==> src/rtl/irqc_cmd_pkg.sv <==
package irqc_cmd_pkg;
  localparam int BYTE_W = 8;

  typedef enum logic [2:0] {
    SEQ_UNINIT = 3'd0,
    SEQ_W2     = 3'd1,
    SEQ_W3     = 3'd2,
    SEQ_W4     = 3'd3,
    SEQ_RUN    = 3'd4
  } seq_st_e;

  // start word: port A with bit 4 set
  function automatic logic is_start(input logic a, input logic [BYTE_W-1:0] d);
    return (a == 1'b0) && d[4];
  endfunction
endpackage

==> src/rtl/irqc_init_seq.sv <==
module irqc_init_seq
  import irqc_cmd_pkg::*;
(
  input  logic              clk,
  input  logic              rst,
  input  logic              wr_en,
  input  logic              addr,
  input  logic [BYTE_W-1:0] wdata,
  output logic              start_hit,
  output logic              run_wr_a,
  output logic              run_wr_b,
  output logic              ready,
  output logic [4:0]        vec_base,
  output logic              trig_level,
  output logic              addr_interval,
  output logic              single_mode,
  output logic              want_w4,
  output logic [BYTE_W-1:0] casc_cfg,
  output logic [4:0]        w4_bits
);
  seq_st_e st;
  logic    wr_b;

  assign start_hit = wr_en && is_start(addr, wdata);
  assign wr_b      = wr_en && addr;
  assign run_wr_a  = wr_en && !addr && !wdata[4] && (st == SEQ_RUN);
  assign run_wr_b  = wr_b && (st == SEQ_RUN);
  assign ready     = (st == SEQ_RUN);

  always_ff @(posedge clk) begin
    if (rst) begin
      st            <= SEQ_UNINIT;
      vec_base      <= '0;
      trig_level    <= 1'b0;
      addr_interval <= 1'b0;
      single_mode   <= 1'b0;
      want_w4       <= 1'b0;
      casc_cfg      <= '0;
      w4_bits       <= '0;
    end else if (start_hit) begin
      st            <= SEQ_W2;
      trig_level    <= wdata[3];
      addr_interval <= wdata[2];
      single_mode   <= wdata[1];
      want_w4       <= wdata[0];
      casc_cfg      <= '0;
      w4_bits       <= '0;
    end else if (wr_b) begin
      unique case (st)
        SEQ_W2: begin
          vec_base <= wdata[7:3];
          if (!single_mode)  st <= SEQ_W3;
          else if (want_w4)  st <= SEQ_W4;
          else               st <= SEQ_RUN;
        end
        SEQ_W3: begin
          casc_cfg <= wdata;
          st       <= want_w4 ? SEQ_W4 : SEQ_RUN;
        end
        SEQ_W4: begin
          w4_bits <= wdata[4:0];
          st      <= SEQ_RUN;
        end
        default: st <= st;
      endcase
    end
  end


  w2_last_chk: assert property (@(posedge clk) disable iff (rst)
    (st == SEQ_W2 && wr_b && !start_hit && single_mode && !want_w4) |=> ready);

  w3_wait_chk: assert property (@(posedge clk) disable iff (rst)
    (st == SEQ_W2 && wr_b && !start_hit && !single_mode) |=> !ready);

  restart_chk: assert property (@(posedge clk) disable iff (rst)
    start_hit |=> (!ready && casc_cfg == '0 && w4_bits == '0));

  vbase_chk: assert property (@(posedge clk) disable iff (rst)
    (st == SEQ_W2 && wr_b && !start_hit) |=> vec_base == $past(wdata[7:3]));
endmodule

==> src/rtl/irqc_mask_reg.sv <==
module irqc_mask_reg
  import irqc_cmd_pkg::*;
#(
  parameter int NUM_IRQ = 8
) (
  input  logic               clk,
  input  logic               rst,
  input  logic               clear,
  input  logic               load,
  input  logic               rd_en,
  input  logic               addr,
  input  logic [BYTE_W-1:0]  wdata,
  output logic [NUM_IRQ-1:0] mask,
  output logic [BYTE_W-1:0]  rd_data
);
  always_ff @(posedge clk) begin
    if (rst || clear) mask <= '0;
    else if (load)    mask <= wdata[NUM_IRQ-1:0];
  end

  always_ff @(posedge clk) begin
    if (rst)        rd_data <= '0;
    else if (rd_en) rd_data <= addr ? BYTE_W'(mask) : '0;
  end


  mask_load_chk: assert property (@(posedge clk) disable iff (rst)
    (load && !clear) |=> mask == $past(wdata[NUM_IRQ-1:0]));

  mask_clear_chk: assert property (@(posedge clk) disable iff (rst)
    clear |=> mask == '0);

  mask_read_chk: assert property (@(posedge clk) disable iff (rst)
    (rd_en && addr) |=> rd_data == BYTE_W'($past(mask)));
endmodule

==> src/rtl/irqc_ocw_dec.sv <==
module irqc_ocw_dec
  import irqc_cmd_pkg::*;
#(
  parameter int LVL_W = 3
) (
  input  logic              clk,
  input  logic              rst,
  input  logic              cmd_wr,
  input  logic [BYTE_W-1:0] wdata,
  output logic              eoi_any,
  output logic              eoi_spec,
  output logic [LVL_W-1:0]  eoi_level
);
  logic is_ocw2, ns_hit, sp_hit;

  assign is_ocw2 = cmd_wr && (wdata[4:3] == 2'b00) && !wdata[7] && wdata[5];
  assign ns_hit  = is_ocw2 && !wdata[6];
  assign sp_hit  = is_ocw2 &&  wdata[6];

  always_ff @(posedge clk) begin
    if (rst) begin
      eoi_any   <= 1'b0;
      eoi_spec  <= 1'b0;
      eoi_level <= '0;
    end else begin
      eoi_any  <= ns_hit;
      eoi_spec <= sp_hit;
      if (sp_hit) eoi_level <= wdata[LVL_W-1:0];
    end
  end


  quiet_chk: assert property (@(posedge clk) disable iff (rst)
    !cmd_wr |=> (!eoi_any && !eoi_spec));

  level_chk: assert property (@(posedge clk) disable iff (rst)
    eoi_spec |-> eoi_level == $past(wdata[LVL_W-1:0]));

  excl_chk: assert property (@(posedge clk) disable iff (rst)
    eoi_any |-> !eoi_spec);
endmodule

==> src/rtl/irqc_cmd_if.sv <==
module irqc_cmd_if
  import irqc_cmd_pkg::*;
#(
  parameter int NUM_IRQ = 8,
  localparam int LVL_W  = $clog2(NUM_IRQ)
) (
  input  logic               clk,
  input  logic               rst,
  input  logic               wr_en,
  input  logic               rd_en,
  input  logic               addr,
  input  logic [BYTE_W-1:0]  wdata,
  output logic [BYTE_W-1:0]  rd_data,
  output logic               ready,
  output logic [4:0]         vec_base,
  output logic               trig_level,
  output logic               addr_interval,
  output logic               single_mode,
  output logic [BYTE_W-1:0]  casc_cfg,
  output logic               nested_full,
  output logic               buffered,
  output logic               buf_master,
  output logic               auto_eoi,
  output logic               cpu_mode,
  output logic [NUM_IRQ-1:0] irq_mask,
  output logic               eoi_any,
  output logic               eoi_spec,
  output logic [LVL_W-1:0]   eoi_level
);
  logic       start_hit, run_wr_a, run_wr_b, want_w4;
  logic [4:0] w4_bits;

  irqc_init_seq u_seq (
    .clk(clk), .rst(rst), .wr_en(wr_en), .addr(addr), .wdata(wdata),
    .start_hit(start_hit), .run_wr_a(run_wr_a), .run_wr_b(run_wr_b),
    .ready(ready), .vec_base(vec_base), .trig_level(trig_level),
    .addr_interval(addr_interval), .single_mode(single_mode),
    .want_w4(want_w4), .casc_cfg(casc_cfg), .w4_bits(w4_bits)
  );

  assign nested_full = w4_bits[4];
  assign buffered    = w4_bits[3];
  assign buf_master  = w4_bits[2];
  assign auto_eoi    = w4_bits[1];
  assign cpu_mode    = w4_bits[0];

  irqc_mask_reg #(.NUM_IRQ(NUM_IRQ)) u_mask (
    .clk(clk), .rst(rst), .clear(start_hit), .load(run_wr_b),
    .rd_en(rd_en), .addr(addr), .wdata(wdata),
    .mask(irq_mask), .rd_data(rd_data)
  );

  irqc_ocw_dec #(.LVL_W(LVL_W)) u_ocw (
    .clk(clk), .rst(rst), .cmd_wr(run_wr_a), .wdata(wdata),
    .eoi_any(eoi_any), .eoi_spec(eoi_spec), .eoi_level(eoi_level)
  );


  pulse_gate_chk: assert property (@(posedge clk) disable iff (rst)
    (eoi_any || eoi_spec) |-> $past(ready));
endmodule

==> config.mk <==
export PLATFORM = sky130hd
export DESIGN_NAME = irqc_cmd_if
export DESIGN_NICKNAME = d
export VERILOG_FILES = /design/src/rtl/irqc_cmd_pkg.sv /design/src/rtl/irqc_init_seq.sv /design/src/rtl/irqc_mask_reg.sv /design/src/rtl/irqc_ocw_dec.sv /design/src/rtl/irqc_cmd_if.sv
export SDC_FILE = /design/constraint.sdc
export NUM_CORES = 1
export LEC_CHECK = 0
export BUFFER_PORTS_ARGS = -buffer_cell sky130_fd_sc_hd__buf_2
export CELL_PAD_IN_SITES_DETAIL_PLACEMENT = 1
export CELL_PAD_IN_SITES_GLOBAL_PLACEMENT = 2
export CORE_MARGIN = 2
export CORE_UTILIZATION = 31
export CTS_BUF_LIST = sky130_fd_sc_hd__clkbuf_4
export DETAILED_ROUTE_END_ITERATION = 16
export PLACE_DENSITY_LB_ADDON = 0.1
export SLEW_MARGIN = 20
export SYNTH_ARGS = -nofsm -noshare
export SYNTH_HDL_FRONTEND = slang
export SYNTH_SLANG_ARGS = --single-unit
export TNS_END_PERCENT = 100
==> constraint.sdc <==
create_clock -name clk -period 1.9 [get_ports clk]
set_clock_uncertainty 0.2 [all_clocks]
set_input_delay 0 -clock clk [delete_from_list [all_inputs] [get_ports clk]]
set_output_delay 0 -clock clk [all_outputs]
set_load 0.05 [all_outputs]
Yosys cells after proc, flatten, opt, wreduce, memory -nomap -nowiden
Cells that the tools add are included.
- register bits after elaboration: 46
- input bits: 13
- eq/ne operators: 4
- muxes and demuxes: 6
- bitwise gates (word level): 2
- reduce and logical (&&, ||, !) cells: 27
- operators with widths (operator ; count):
    logical AND 1 bit ; 12
    one-hot mux 3 bit (3 select lines) ; 1
    2-to-1 mux 8 bit ; 1
    AND reduction 2 bit ; 4
    == test 3 x 2 -> 1 bit, second input constant ; 2
    2-to-1 mux 3 bit ; 2
    zero test 1 bit ; 4
    nonzero test 4 bit ; 1
    == test 3 x 1 -> 1 bit, second input constant ; 1
    == test 3 bit, second input constant ; 1
    AND reduction 3 bit ; 1
    nonzero test 3 bit ; 1
    zero test 2 bit ; 1
    2-to-1 mux 1 bit ; 2
    NOT 1 bit ; 2
    nonzero test 2 bit ; 1
    OR reduction 2 bit ; 1
    logical OR 1 bit ; 1

Logic depth before layout (Yosys ltp)
Gate-level depths: netlist (run 1).
- depth in word-level cells: 8
- gate-level depth with buffers: 6
- mapped depth without buffers: 4

Hierarchy
From an unflattened synthesis (run 1), not the netlist that was laid out.
- cells, all modules: 206
- area, all modules: 2024.4 um2
- by module, submodules not included (module ; times used ; cells an instance ; area each (um2) ; sequential area each (um2)):
    irqc_init_seq ; 1 ; 124 ; 1188.6 ; 500.5
    irqc_mask_reg ; 1 ; 62 ; 623.1 ; 320.3
    irqc_ocw_dec ; 1 ; 20 ; 212.7 ; 100.1

Worst setup path before layout (run 1)
No wires, ideal clock.
- path type: reg-to-reg
- from: register u_seq.st[1]
- to: register u_ocw.eoi_level[2]
- setup time: 132 ps
- arrival: 1243 ps
- path slack: 324 ps
- stages on the path, launching flop included: 5
- buffers on the path: 1
- period minus slack after synthesis: 1576 ps
- cell sequence: dfxtp_1 -> buf_2 -> or4bb_1 -> o31ai_1 -> a21oi_1
- cells in the longest elaborated chain, start to end: 6
- ends and longest elaborated chain (item ; line ; RTL):
    from (decl) ; irqc_init_seq.sv:21 ; seq_st_e st;
    from (signal assigned) ; irqc_init_seq.sv:58 ; st <= want_w4 ? SEQ_W4 : SEQ_RUN;
    from (signal assigned) ; irqc_init_seq.sv:64 ; default: st <= st;
    == test 3 bit ; irqc_init_seq.sv:26 ; assign run_wr_a = wr_en && !addr && !wdata[4] && (st == SEQ_RUN);
    logical AND 1 bit ; irqc_init_seq.sv:26 ;
    logical AND 1 bit (3 in a row) ; irqc_ocw_dec.sv:16 ; assign is_ocw2 = cmd_wr && (wdata[4:3] == 2'b00) && !wdata[7] && wdata[5];
    logical AND 1 bit ; irqc_ocw_dec.sv:18 ; assign sp_hit = is_ocw2 && wdata[6];
    to (signal assigned) ; irqc_ocw_dec.sv:28 ; if (sp_hit) eoi_level <= wdata[LVL_W-1:0];
    to (decl) ; irqc_ocw_dec.sv:12 ; output logic [LVL_W-1:0] eoi_level
Every way passes these cells.
A chain may end at the register's enable or synchronous reset.

Worst setup path after layout (run 1)
- from: register u_seq.st[2]
- to: output port ready
- cells in the longest elaborated chain, start to end: 1
- ends and longest elaborated chain (item ; line ; RTL):
    == test 3 bit ; irqc_init_seq.sv:28 ; assign ready = (st == SEQ_RUN);
    to (decl) ; irqc_cmd_if.sv:14 ; output logic ready,
Every way passes these cells.

==> summary.md, run 1 <==
| Metric | Value |
|---|---|
| Final Hold Viols | `0` |
| Vias in the first global route | `about 1800` |
| Ys flop type | `dfxtp_1` |
| Crit. End Element | `output port` |
| First-pass GRT wire length | `a little over 9000 um` |
| Final net count | `299` |
| Max Freq | `between 500 and 600 MHz` |
| Hold WC Path Type | `register to register` |
| DP HPWL | `just under 4000 um` |
| Total number of vias | `1860` |
| Setup_tns | `0 ps` |
| Fill cell count | `between 700 and 800` |
| Top cells by area, synth | `dfxtp_1, a21oi_1, nand2b_1, nand3_1, mux2i_1` |
| Iter 0 DRT Violations | `55` |
| Routed WL | `5690 um` |
| Pin count of the biggest net entering global routing | `39` |
| Slew headroom | `66.7%` |
| # H-tree levels | `2` |
| Row cnt | `29` |
| Via-per-instance ratio | `around 5` |
| Total CTS buffers | `5` |
| Pleak | `between 0.9 and 1 nW` |
| Max cap viols | `0` |
| Area grow syn2layout | `26.1%` |
| Setup ws final | `105 ps` |
| Number of synthesized flops with an enable pin | `0` |
| Avg Synthesized Cell Area | `between 8 and 9 um^2` |
| DRT Pass-1 Iters | `4` |
| Largest area contributor in the netlist | `dfxtp_1` |
| Clock Pin Slew Worst Setup and Hold Paths | `approximately 130 ps` |
| Wire length per cell | `roughly 16 um` |
| Post-CTS Setup Inserts | `0` |
| Total die area | `around 7000 um^2` |
| Layout cell share with drive strength beyond 1 | `between 20% and 30%` |
| Post-synth net total | `between 200 and 250` |
| CP Max Fanout | `11` |
| Worst Setup SP | `u_seq.st[2]$_SDFFE_PP0P_` |
| Status | `completed` |
| Capturing point of the worst reg2reg path | `u_ocw.eoi_level[1]$_SDFFE_PP0P_` |
| Core area | `roughly 6300 um^2` |
| Seq cells post-synth | `between 40 and 50` |
| DIE HEIGHT | `between 80 and 90 um` |
| Synthesized area | `2000 um^2` |
| Initial Util | `between 30% and 40%` |
| Pre-CTS WS | `124 ps` |
| Tmin final | `1790 ps` |
| Synth unique cells | `35` |
| DRC viols | `0` |
| I/O Pins | `56` |
| Clk Latency, worst-skew pair | `350 ps` |
| Final period util | `94.5%` |
| Power Density | `between 600 and 700 nW/um^2` |
| Post-Synthesis Cells | `223` |
| R2R Setup Slk | `between 200 and 300 ps` |
| CP required | `roughly 1700 ps` |
| WP data arrival | `around 1600 ps` |
| ANT nets after route | `0` |
| Die width | `84.4 um` |
| Post-synth top area share | `a little under half` |
| N_diodes | `0` |
| Origin of the critical flop-to-flop path | `u_seq.st[2]$_SDFFE_PP0P_` |
| Root Buffer | `clkbuf_4` |
| Async S/R FF share, synth | `0%` |
| RSZ-0062 raised after global routing | `false` |
| CP Class | `register to output port` |
| Clock sink count | `between 40 and 50` |
| Gr ovfl total | `0` |
| Worst vdd ir | `about 250 uV` |
| # port buffers | `55` |
| R2r worst-path depth | `3` |
| Worst slew pin tran | `493 ps` |
| Clock buffer depth | `2` |
| CTS tree | `done` |
| Setup violators final | `0` |
| Count leader, synth | `dfxtp_1` |
| Slew Limit Fails | `0` |
| Antenna violations before repair | `0` |
| Crit path capture | `ready` |
| Total GRT Usage | `between 15 and 20%` |
| Sequential area share after synthesis | `46.0%` |
| Synth warnings | `0` |
| Synth top cells by count | `dfxtp_1, a21oi_1, nand3_1` |
| Startpoint types | `register` |
| Gp weighted congestion | `approximately 0.8` |
==> routing by layer <==
metal,up-vias,routed length (um),track usage (%)
met5,-,0,0
met2,48,2620,25.3
li1,921,-,-
met1,886,2690,23.0
met3,5,317,3.44
met4,0,63,4.33
==> state kept, by name (all words and copies together), names as in the netlist <==
| name | count |
|---|---|
| u_mask.mask | 8 |
| u_ocw.eoi_level | 3 |
| u_seq.single_mode | 1 |
| u_seq.vec_base | 5 |
| u_seq.w4_bits | 5 |
| u_seq.want_w4 | 1 |
| u_seq.addr_interval | 1 |
| u_ocw.eoi_any | 1 |
| u_seq.trig_level | 1 |
| u_seq.casc_cfg | 8 |
| u_mask.rd_data | 8 |
| u_seq.st | 3 |
| u_ocw.eoi_spec | 1 |
==> cell families (layout without fill, tap and decap cells) <==
kind of cell / Yosys count / count (layout) / share of synthesized area (%)
AND/OR/NAND/NOR: 85 / 85 / 26.5
AO/OA/AOI/OAI: 59 / 59 / 16.6
flip-flops: 46 / 46 / 46.0
multiplexers: 12 / 12 / 6.06
buffers and inverters: 21 / 84 / 4.93
==> worst max-delay path: stages (launching register included) <==
cell and delay, ps:
dfxtp_4 410, or3b_4 460, clkinv_2 150, buf_4 220
==> worst min path at each step <==
stage | startpoint | endpoint | cells after the start
after floorplan | wdata[6] | u_ocw.eoi_any$_SDFF_PP0_ | 1
after global placement | wdata[5] | u_mask.mask[5]$_SDFFE_PP0P_ | 3
after detailed placement | wdata[6] | u_ocw.eoi_any$_SDFF_PP0_ | 2
after CTS | u_seq.addr_interval$_SDFFE_PP0P_ | u_seq.addr_interval$_SDFFE_PP0P_ | 2
after global routing | wdata[1] | u_seq.casc_cfg[1]$_SDFFE_PP0P_ | 4
final | u_seq.addr_interval$_SDFFE_PP0P_ | u_seq.addr_interval$_SDFFE_PP0P_ | 2
==> area by class of cell <==
| cell class | count | area (um^2) | share of cell area [%] |
|---|---|---|---|
| repair buffers | 75 | 458 | 18.1 |
| inverters | 2 | 8.76 | 0.347 |
| flip-flops and latches | 46 | 925 | 36.6 |
| multi-input cells | 156 | 986 | 39.0 |
| clock buffers | 7 | 52.6 | 2.08 |
| well taps | 77 | 96.3 | 3.81 |
==> cell usage in the layout, fill, tap and decap left out, drive strengths merged, types with 3 or more instances in the layout <==
cell,count
a21oi,33
buf,63
clkbuf,7
dfxtp,46
dlygate4sd3,12
mux2i,11
nand2,6
nand2b,22
nand3,27
nand3b,12
nand4,3
nor2,3
o21ai,17
o31ai,3
==> power breakdown <==
group          internal, mW  leakage, nW  switching (mW)
combinational        0.0674        0.587           0.111
sequential            0.970        0.372         0.00537
clock                 0.169       0.0322           0.296
total                  1.21        0.991           0.412
==> per-stage QoR <==
stage                     power (mW)  cell area [um^2]  hold WS [ps]  utilization, %  instances
after detailed placement        1.16              2340           131            37.1        344
after global routing            1.71              2530           291            40.0        363
after global placement          1.16              2340           128            37.1        344
final                           1.62              2530           257            40.0        363
after CTS                       1.66              2520           263            40.0        363
after floorplan                 1.10              2000          -123               -        223
==> repair_timing <==
| item | 4_1_cts | 5_1_grt |
|---|---|---|
| gates resized for setup | 4 | 1 |
| setup endpoints to repair | 1 | 1 |
| hold buffers | 12 | 0 |
| hold endpoints to repair | 45 | 0 |
| gates cloned | 0 | 0 |
Note: power is estimated with default switching activity, not from simulation.
==> run 2: changes to the inputs <==
--- a/config.mk
+++ b/config.mk
@@ -5,13 +5,15 @@
 export SDC_FILE = /design/constraint.sdc
 export NUM_CORES = 1
 export LEC_CHECK = 0
+export ABC_AREA = 1
 export BUFFER_PORTS_ARGS = -buffer_cell sky130_fd_sc_hd__buf_2
 export CELL_PAD_IN_SITES_DETAIL_PLACEMENT = 1
 export CELL_PAD_IN_SITES_GLOBAL_PLACEMENT = 2
 export CORE_MARGIN = 2
-export CORE_UTILIZATION = 31
+export CORE_UTILIZATION = 29
 export CTS_BUF_LIST = sky130_fd_sc_hd__clkbuf_4
 export DETAILED_ROUTE_END_ITERATION = 16
+export HOLD_SLACK_MARGIN = 0.05
 export PLACE_DENSITY_LB_ADDON = 0.1
 export SLEW_MARGIN = 20
 export SYNTH_ARGS = -nofsm -noshare
==> run 2 against run 1 <==
- first-iteration DRC count up 22%
- global-route usage down 0.065 points
- sequential cell count unchanged
- largest power group unchanged
- largest cell class is now registers
- register-to-register slack worse by 180 ps
- combinational power about the same
- cell count up 3.6%
- total power up 0.92%
- clock power up 1%
==> summary.md, run 2 <==
| Metric | Value |
|---|---|
| Sequential area share after synthesis | `51.1%` |
| Synth unique cells | `23` |
| Avg Synthesized Cell Area | `8.12 um^2` |
| R2R Setup Slk | `~91 ps` |
| # H-tree levels | `2` |
| Async S/R FF share, synth | `0%` |
| Worst slew pin tran | `about 350 ps` |
| Logic pwr share | `a little over a tenth` |
| Via-per-instance ratio | `~4.5` |
| Total design power | `between 1.5 and 2 mW` |
| N_diodes | `0` |
| Largest area contributor in the netlist | `dfxtp_1` |
| Layout cell share with drive strength beyond 1 | `a little over a quarter` |
| Synthesized area | `1800 um^2` |
| Synth top cells by count | `dfxtp_1, inv_1, a21oi_1` |
| Total die area | `roughly 6900 um^2` |
| Sw Share | `approximately a quarter` |
| Status | `completed` |
| Post-synth net total | `between 200 and 250` |
| CP peak stage delay | `560 ps` |
| Largest regs | `u_mask.mask x8, u_mask.rd_data x8, u_seq.casc_cfg x8` |
| Origin of the critical flop-to-flop path | `u_seq.st[0]$_SDFFE_PP0P_` |
| Gp weighted congestion | `about 0.71` |
| Area grow syn2layout | `34.1%` |
| Clock sink count | `46` |
| Slew headroom | `between 70% and 80%` |
| Worst vdd ir | `between 400 and 500 uV` |
| Iter 0 DRT Violations | `67` |
| Fill cell count | `between 700 and 800` |
| Setup violators final | `0` |
| Number of synthesized flops with an enable pin | `0` |
| DRC viols | `0` |
| Core area | `around 6000 um^2` |
| Total CTS buffers | `5` |
| Count leader, synth | `dfxtp_1` |
| Reg power frac | `60.1%` |
| # port buffers | `55` |
| Gr ovfl total | `0` |
| Root Buffer | `clkbuf_4` |
| Most frequent cells in the layout | `buf_2, dfxtp_1, inv_1` |
| Wire length per cell | `14.1 um` |
| CP Max Fanout | `7` |
| DP HPWL | `roughly 3800 um` |
| Ys flop type | `dfxtp_1` |
| Capturing point of the worst reg2reg path | `u_mask.mask[7]$_SDFFE_PP0P_` |
| Most common library cell in the layout ignoring fill and taps | `buf_2` |
| Tmin final | `about 1800 ps` |
| Seq. cell area | `921 um^2` |
| WP data arrival | `approximately 1900 ps` |
| Antenna violations before repair | `0` |
| CTS tree | `done` |
| Part of the power in the clock network | `approximately 29%` |
| R2r worst-path depth | `6` |
| DRT Pass-1 Iters | `4` |
| First-pass GRT wire length | `9000 um` |
| Pin count of the biggest net entering global routing | `21` |
| Crit. End Element | `register` |
| I/O Pins | `56` |
| Clk Latency, worst-skew pair | `about 350 ps` |
| Top cells by area, synth | `dfxtp_1, a21oi_1, inv_1, o21ai_0, nor2_1` |
| Total number of vias | `1701` |
| Row cnt | `28` |
| Post-Synthesis Cells | `approximately 220` |
| Hold Path Depth | `7` |
| Final period util | `95.2%` |
| Power Density | `676 nW/um^2` |
| Total GRT Usage | `16.2%` |
| Max cap viols | `0` |
| Seq cells post-synth | `46` |
| Post-CTS Setup Inserts | `0` |
| Hold_sp | `addr` |
| CP required | `1990 ps` |
| Final Hold Viols | `0` |
| Die width | `82.8 um` |
| Final net count | `roughly 310` |
| Internal Pwr Total | `1.20 mW` |
| Clock Pin Slew Worst Setup and Hold Paths | `approximately 120 ps` |
| Routed WL | `between 5000 and 6000 um` |
| Max Freq | `about 550 MHz` |
| Initial Util | `between 30 and 40%` |
| CP Class | `register to register` |
| Final core utilization | `~40%` |
| Post-synth top area share | `between 50 and 60%` |
| Vias in the first global route | `1758` |
| Hold WC Path Type | `input pin to register` |
| RSZ-0062 raised after global routing | `false` |
| Area of the multi-input gates | `697 um^2` |
| Synth warnings | `0` |
| ANT nets after route | `0` |
| Clock buffer depth | `2` |
| Critical-path top delay cell | `dlygate4sd3_1` |
| Slew Limit Fails | `0` |
| DIE HEIGHT | `~83 um` |
| Setup_tns | `0 ps` |
| Sw power | `0.429 mW` |
| Startpoint types | `register` |
| Pleak | `1.08 nW` |
| CP Cell Sequence | `inv_1 > nand2_1 > nor2_4 > nand3_1 > dlygate4sd3_1 > a21oi_1` |
| Hold Path End | `u_ocw.eoi_level[2]$_SDFFE_PP0P_` |
==> run 2: worst max path at each step <==
stage	from	slack (ps)	endpoint	depth (start not counted)
final	u_seq.st[0]$_SDFFE_PP0P_	90	u_mask.mask[7]$_SDFFE_PP0P_	6
after global routing	rst	6	u_mask.rd_data[7]$_SDFFE_PP0P_	7
after CTS	wdata[0]	40	u_seq.want_w4$_SDFFE_PP0P_	6
after detailed placement	u_seq.st[0]$_SDFFE_PP0P_	320	u_mask.mask[3]$_SDFFE_PP0P_	6
after global placement	u_seq.st[0]$_SDFFE_PP0P_	350	u_ocw.eoi_level[1]$_SDFFE_PP0P_	7
after floorplan	u_seq.st[0]$_SDFFE_PP0P_	290	u_mask.mask[5]$_SDFFE_PP0P_	7
==> run 2: metal layers <==
layer,vias up,track usage [%],share of wire [%]
met1,780,22.5,50
met5,-,0,0
met4,0,4.47,1.2
met3,7,3.18,3.6
li1,880,-,-
met2,34,25.7,45
==> run 2: power groups by stage <==
stage	clock network, mW	registers [mW]	logic [mW]
finish	0.471	0.982	0.180
global route	0.529	0.984	0.197
CTS	0.487	0.982	0.181
detailed placement	0	1.00	0.150
global placement	0	1.00	0.151
floorplan	0	1.03	0.0687
==> run 2: final cells by class <==
class | count | share of cell area [%]
sequential | 46 | 38.1
tap | 75 | 3.88
multi-input combinational | 132 | 28.8
inverter | 37 | 5.75
clock buffer | 7 | 2.18
timing repair buffer | 79 | 21.2
==> run 2: metrics by stage <==
stage	cells	setup slack (ps)	hold WS (ps)	area [um^2]
final	376	91.0	47.8	2420
after global routing	376	5.67	96.5	2420
after CTS	377	35.5	50.8	2420
after detailed placement	347	320	59.9	2140
after global placement	347	348	67.5	2140
after floorplan	222	291	-131	1800
==> run 2: critical path, delay by kind of cell, from the launching register on <==
family / cells / cell delay, ps
DFF: 1 / 400
AOI/OAI and AO/OA: 1 / 130
buffers and inverters: 2 / 640
and+or+nand+nor: 3 / 380
==> run 2: timing repair <==
action | in CTS | in global routing
hold endpoints to repair | 46 | 0
hold buffers | 23 | 0
endpoints found under the setup margin | 0 | 2
gates resized for setup | 0 | 2
==> run 2: cell families (layout without fill, tap and decap cells) <==
kind of cell    Yosys count  in the layout  synth area share [%]
simple gates             65             65                  18.5
flops                    46             46                  51.1
compound gates           67             67                  19.9
buf+inv                  44            123                  10.4
==> run 3: changes to the inputs <==
--- a/config.mk
+++ b/config.mk
@@ -9,7 +9,6 @@
 export BUFFER_PORTS_ARGS = -buffer_cell sky130_fd_sc_hd__buf_2
 export CELL_PAD_IN_SITES_DETAIL_PLACEMENT = 1
 export CELL_PAD_IN_SITES_GLOBAL_PLACEMENT = 2
-export CORE_MARGIN = 2
 export CORE_UTILIZATION = 29
 export CTS_BUF_LIST = sky130_fd_sc_hd__clkbuf_4
 export DETAILED_ROUTE_END_ITERATION = 16
==> run 3 against run 2 <==
- worst hold slack improved by 15 ps
- utilization increased by 0.61 points
- sequential power is essentially flat
- count of clock-buffer cells in the layout is 1 lower
- maximum frequency fell by 2.0%
- routed wire length is 2.9% higher
- cell count increased by 1.1%
- combinational power about the same
- largest cell class unchanged
==> summary.md, run 3 (same netlist as run 2, synthesis figures left out) <==
| Metric | Value |
|---|---|
| Final net count | `317` |
| Initial Util | `between 30 and 40%` |
| Worst slew pin tran | `between 300 and 400 ps` |
| Clock sink count | `46` |
| Slew headroom | `about three quarters` |
| Area post-placement | `2140 um^2` |
| Most common library cell in the layout ignoring fill and taps | `buf_2` |
| DRC viols | `0` |
| Origin of the critical flop-to-flop path | `u_seq.st[0]$_SDFFE_PP0P_` |
| ANT nets after route | `0` |
| Vias in the first global route | `around 1800` |
| DP HPWL | `around 3800 um` |
| Routed WL | `approximately 5500 um` |
| # H-tree levels | `2` |
| Clock buffer depth | `2` |
| Worst Setup SP | `wdata[0]` |
| CP Class | `input pin to register` |
| CP peak stage delay | `about 600 ps` |
| R2r worst-path depth | `6` |
| Max Freq | `between 500 and 600 MHz` |
| Via-per-instance ratio | `approximately 4.5` |
| Fill cell count | `slightly below 800` |
| Fin area | `around 2500 um^2` |
| Slew Limit Fails | `0` |
| Crit path capture | `u_seq.want_w4$_SDFFE_PP0P_` |
| Pleak | `approximately 1.1 nW` |
| Root Buffer | `clkbuf_4` |
| DRT Pass-1 Iters | `4` |
| GRT met1 Usage | `23.2%` |
| Final Hold Viols | `0` |
| Die width | `80.8 um` |
| Critical-path top delay cell | `dlygate4sd3_1` |
| Met2 Use GR | `between 30% and 40%` |
| Crit. End Element | `register` |
| Max cap viols | `0` |
| Total die area | `roughly 6500 um^2` |
| CP dominant cell by count | `dlygate4sd3_1` |
| Worst vdd ir | `285 uV` |
| N_diodes | `0` |
| Total number of vias | `approximately 1700` |
| Capturing point of the worst reg2reg path | `u_mask.mask[7]$_SDFFE_PP0P_` |
| Largest regs | `u_mask.mask x8, u_mask.rd_data x8, u_seq.casc_cfg x8` |
| I/O Pins | `56` |
| # port buffers | `55` |
| Gp weighted congestion | `between 0.7 and 0.8` |
| Final core utilization | `41.2%` |
| Total GRT Usage | `around 18%` |
| Gr busiest metal | `met2` |
| Row cnt | `28` |
| Wire length per cell | `between 10 and 15 um` |
| CP Max Fanout | `3` |
| Final period util | `about 100%` |
| Power Density | `approximately 660 nW/um^2` |
| RSZ-0062 raised after global routing | `false` |
| Met3 Track Usage GR | `3.93%` |
| Most frequent cells in the layout | `buf_2, dfxtp_1, inv_1` |
| Pin count of the biggest net entering global routing | `21` |
| Clock Pin Slew Worst Setup and Hold Paths | `~140 ps` |
| Setup violators final | `0` |
| CP Cell Sequence | `dlygate4sd3_1 > nand3_1 > dlygate4sd3_1 > a21oi_1 > dlygate4sd3_1` |
| Setup_tns | `0 ps` |
| Antenna violations before repair | `0` |
| Clk Latency, worst-skew pair | `~360 ps` |
| CP required | `roughly 2000 ps` |
| R2R Setup Slk | `roughly 140 ps` |
| Gr ovfl total | `0` |
| Crit path max-delay family | `buffers and inverters` |
| Iter 0 DRT Violations | `28` |
| Tmin final | `between 1500 and 2000 ps` |
| Area grow syn2layout | `36.1%` |
| Startpoint types | `input pin` |
| Layout cell share with drive strength beyond 1 | `between 20 and 30%` |
| Crit. path cell count | `5` |
| First-pass GRT wire length | `8830 um` |
| WP data arrival | `1960 ps` |
| Hold WC Path Type | `input pin to register` |
| CTS tree | `done` |
| DIE HEIGHT | `between 80 and 90 um` |
| Core area | `a little under 6000 um^2` |
| Total CTS buffers | `5` |
| Status | `completed` |
| CP Buf/Inv Count | `3` |
| Hold_sp | `addr` |
[run 3: cell count changes in the layout (fill, tap and decap cells not counted), sizes merged]
cell	change
clkbuf	-1
clkinv	+2
dlygate4sd3	+3
[run 3: final cells by class]
| type | count | area [um^2] | share of cell area (%) |
|---|---|---|---|
| inverter | 37 | 139 | 5.66 |
| sequential | 46 | 921 | 37.6 |
| multi-input combinational | 132 | 699 | 28.5 |
| timing repair buffer | 82 | 546 | 22.2 |
| tap | 75 | 93.8 | 3.83 |
| clock buffer | 6 | 45.0 | 1.84 |
| clock inverter | 2 | 8.76 | 0.357 |
[run 3: worst min-delay path by stage]
stage	to	slack, ps	depth (start not counted)
floorplan	u_seq.trig_level$_SDFFE_PP0P_	-130	1
global placement	u_ocw.eoi_any$_SDFF_PP0_	80	2
detailed placement	u_ocw.eoi_any$_SDFF_PP0_	80	2
CTS	u_mask.rd_data[0]$_SDFFE_PP0P_	60	5
global route	u_mask.rd_data[0]$_SDFFE_PP0P_	80	5
finish	u_mask.rd_data[0]$_SDFFE_PP0P_	60	5
[run 3: where the power goes]
group / leakage, nW / internal [mW] / switching, mW
sequential: 0.371 / 0.974 / 0.00765
clock: 0.0331 / 0.154 / 0.301
combinational: 0.684 / 0.0629 / 0.120
[run 3: per-stage QoR]
step / setup WS, ps / hold slack [ps] / power [mW] / instances
after CTS: 54.5 / 56.3 / 1.65 / 380
after detailed placement: 359 / 80.0 / 1.15 / 347
after global placement: 330 / 76.4 / 1.15 / 347
after floorplan: 291 / -131 / 1.10 / 222
after global routing: 15.4 / 79.5 / 1.71 / 380
final: 54.7 / 62.6 / 1.62 / 380
[run 3: tightest hold or removal path, cell delays in order]
cell	delay (ps)
buf_2	150
nand2_1	240
o22ai_1	110
inv_1	50
nor2_1	30
[run 3: per-layer routing]
metal / vias to the layer above / routed length [um]
met1: 797 / 2620
met2: 34 / 2600
met3: 4 / 191
li1: 890 / -
met5: - / 0
met4: 0 / 36
[run 3: repair_timing]
item | 4_1_cts | 5_1_grt
hold buffers | 25 | 0
endpoints found under the hold margin | 46 | 0
buffers inserted | 0 | 1
endpoints found under the setup margin | 0 | 4
gates resized for setup | 0 | 3
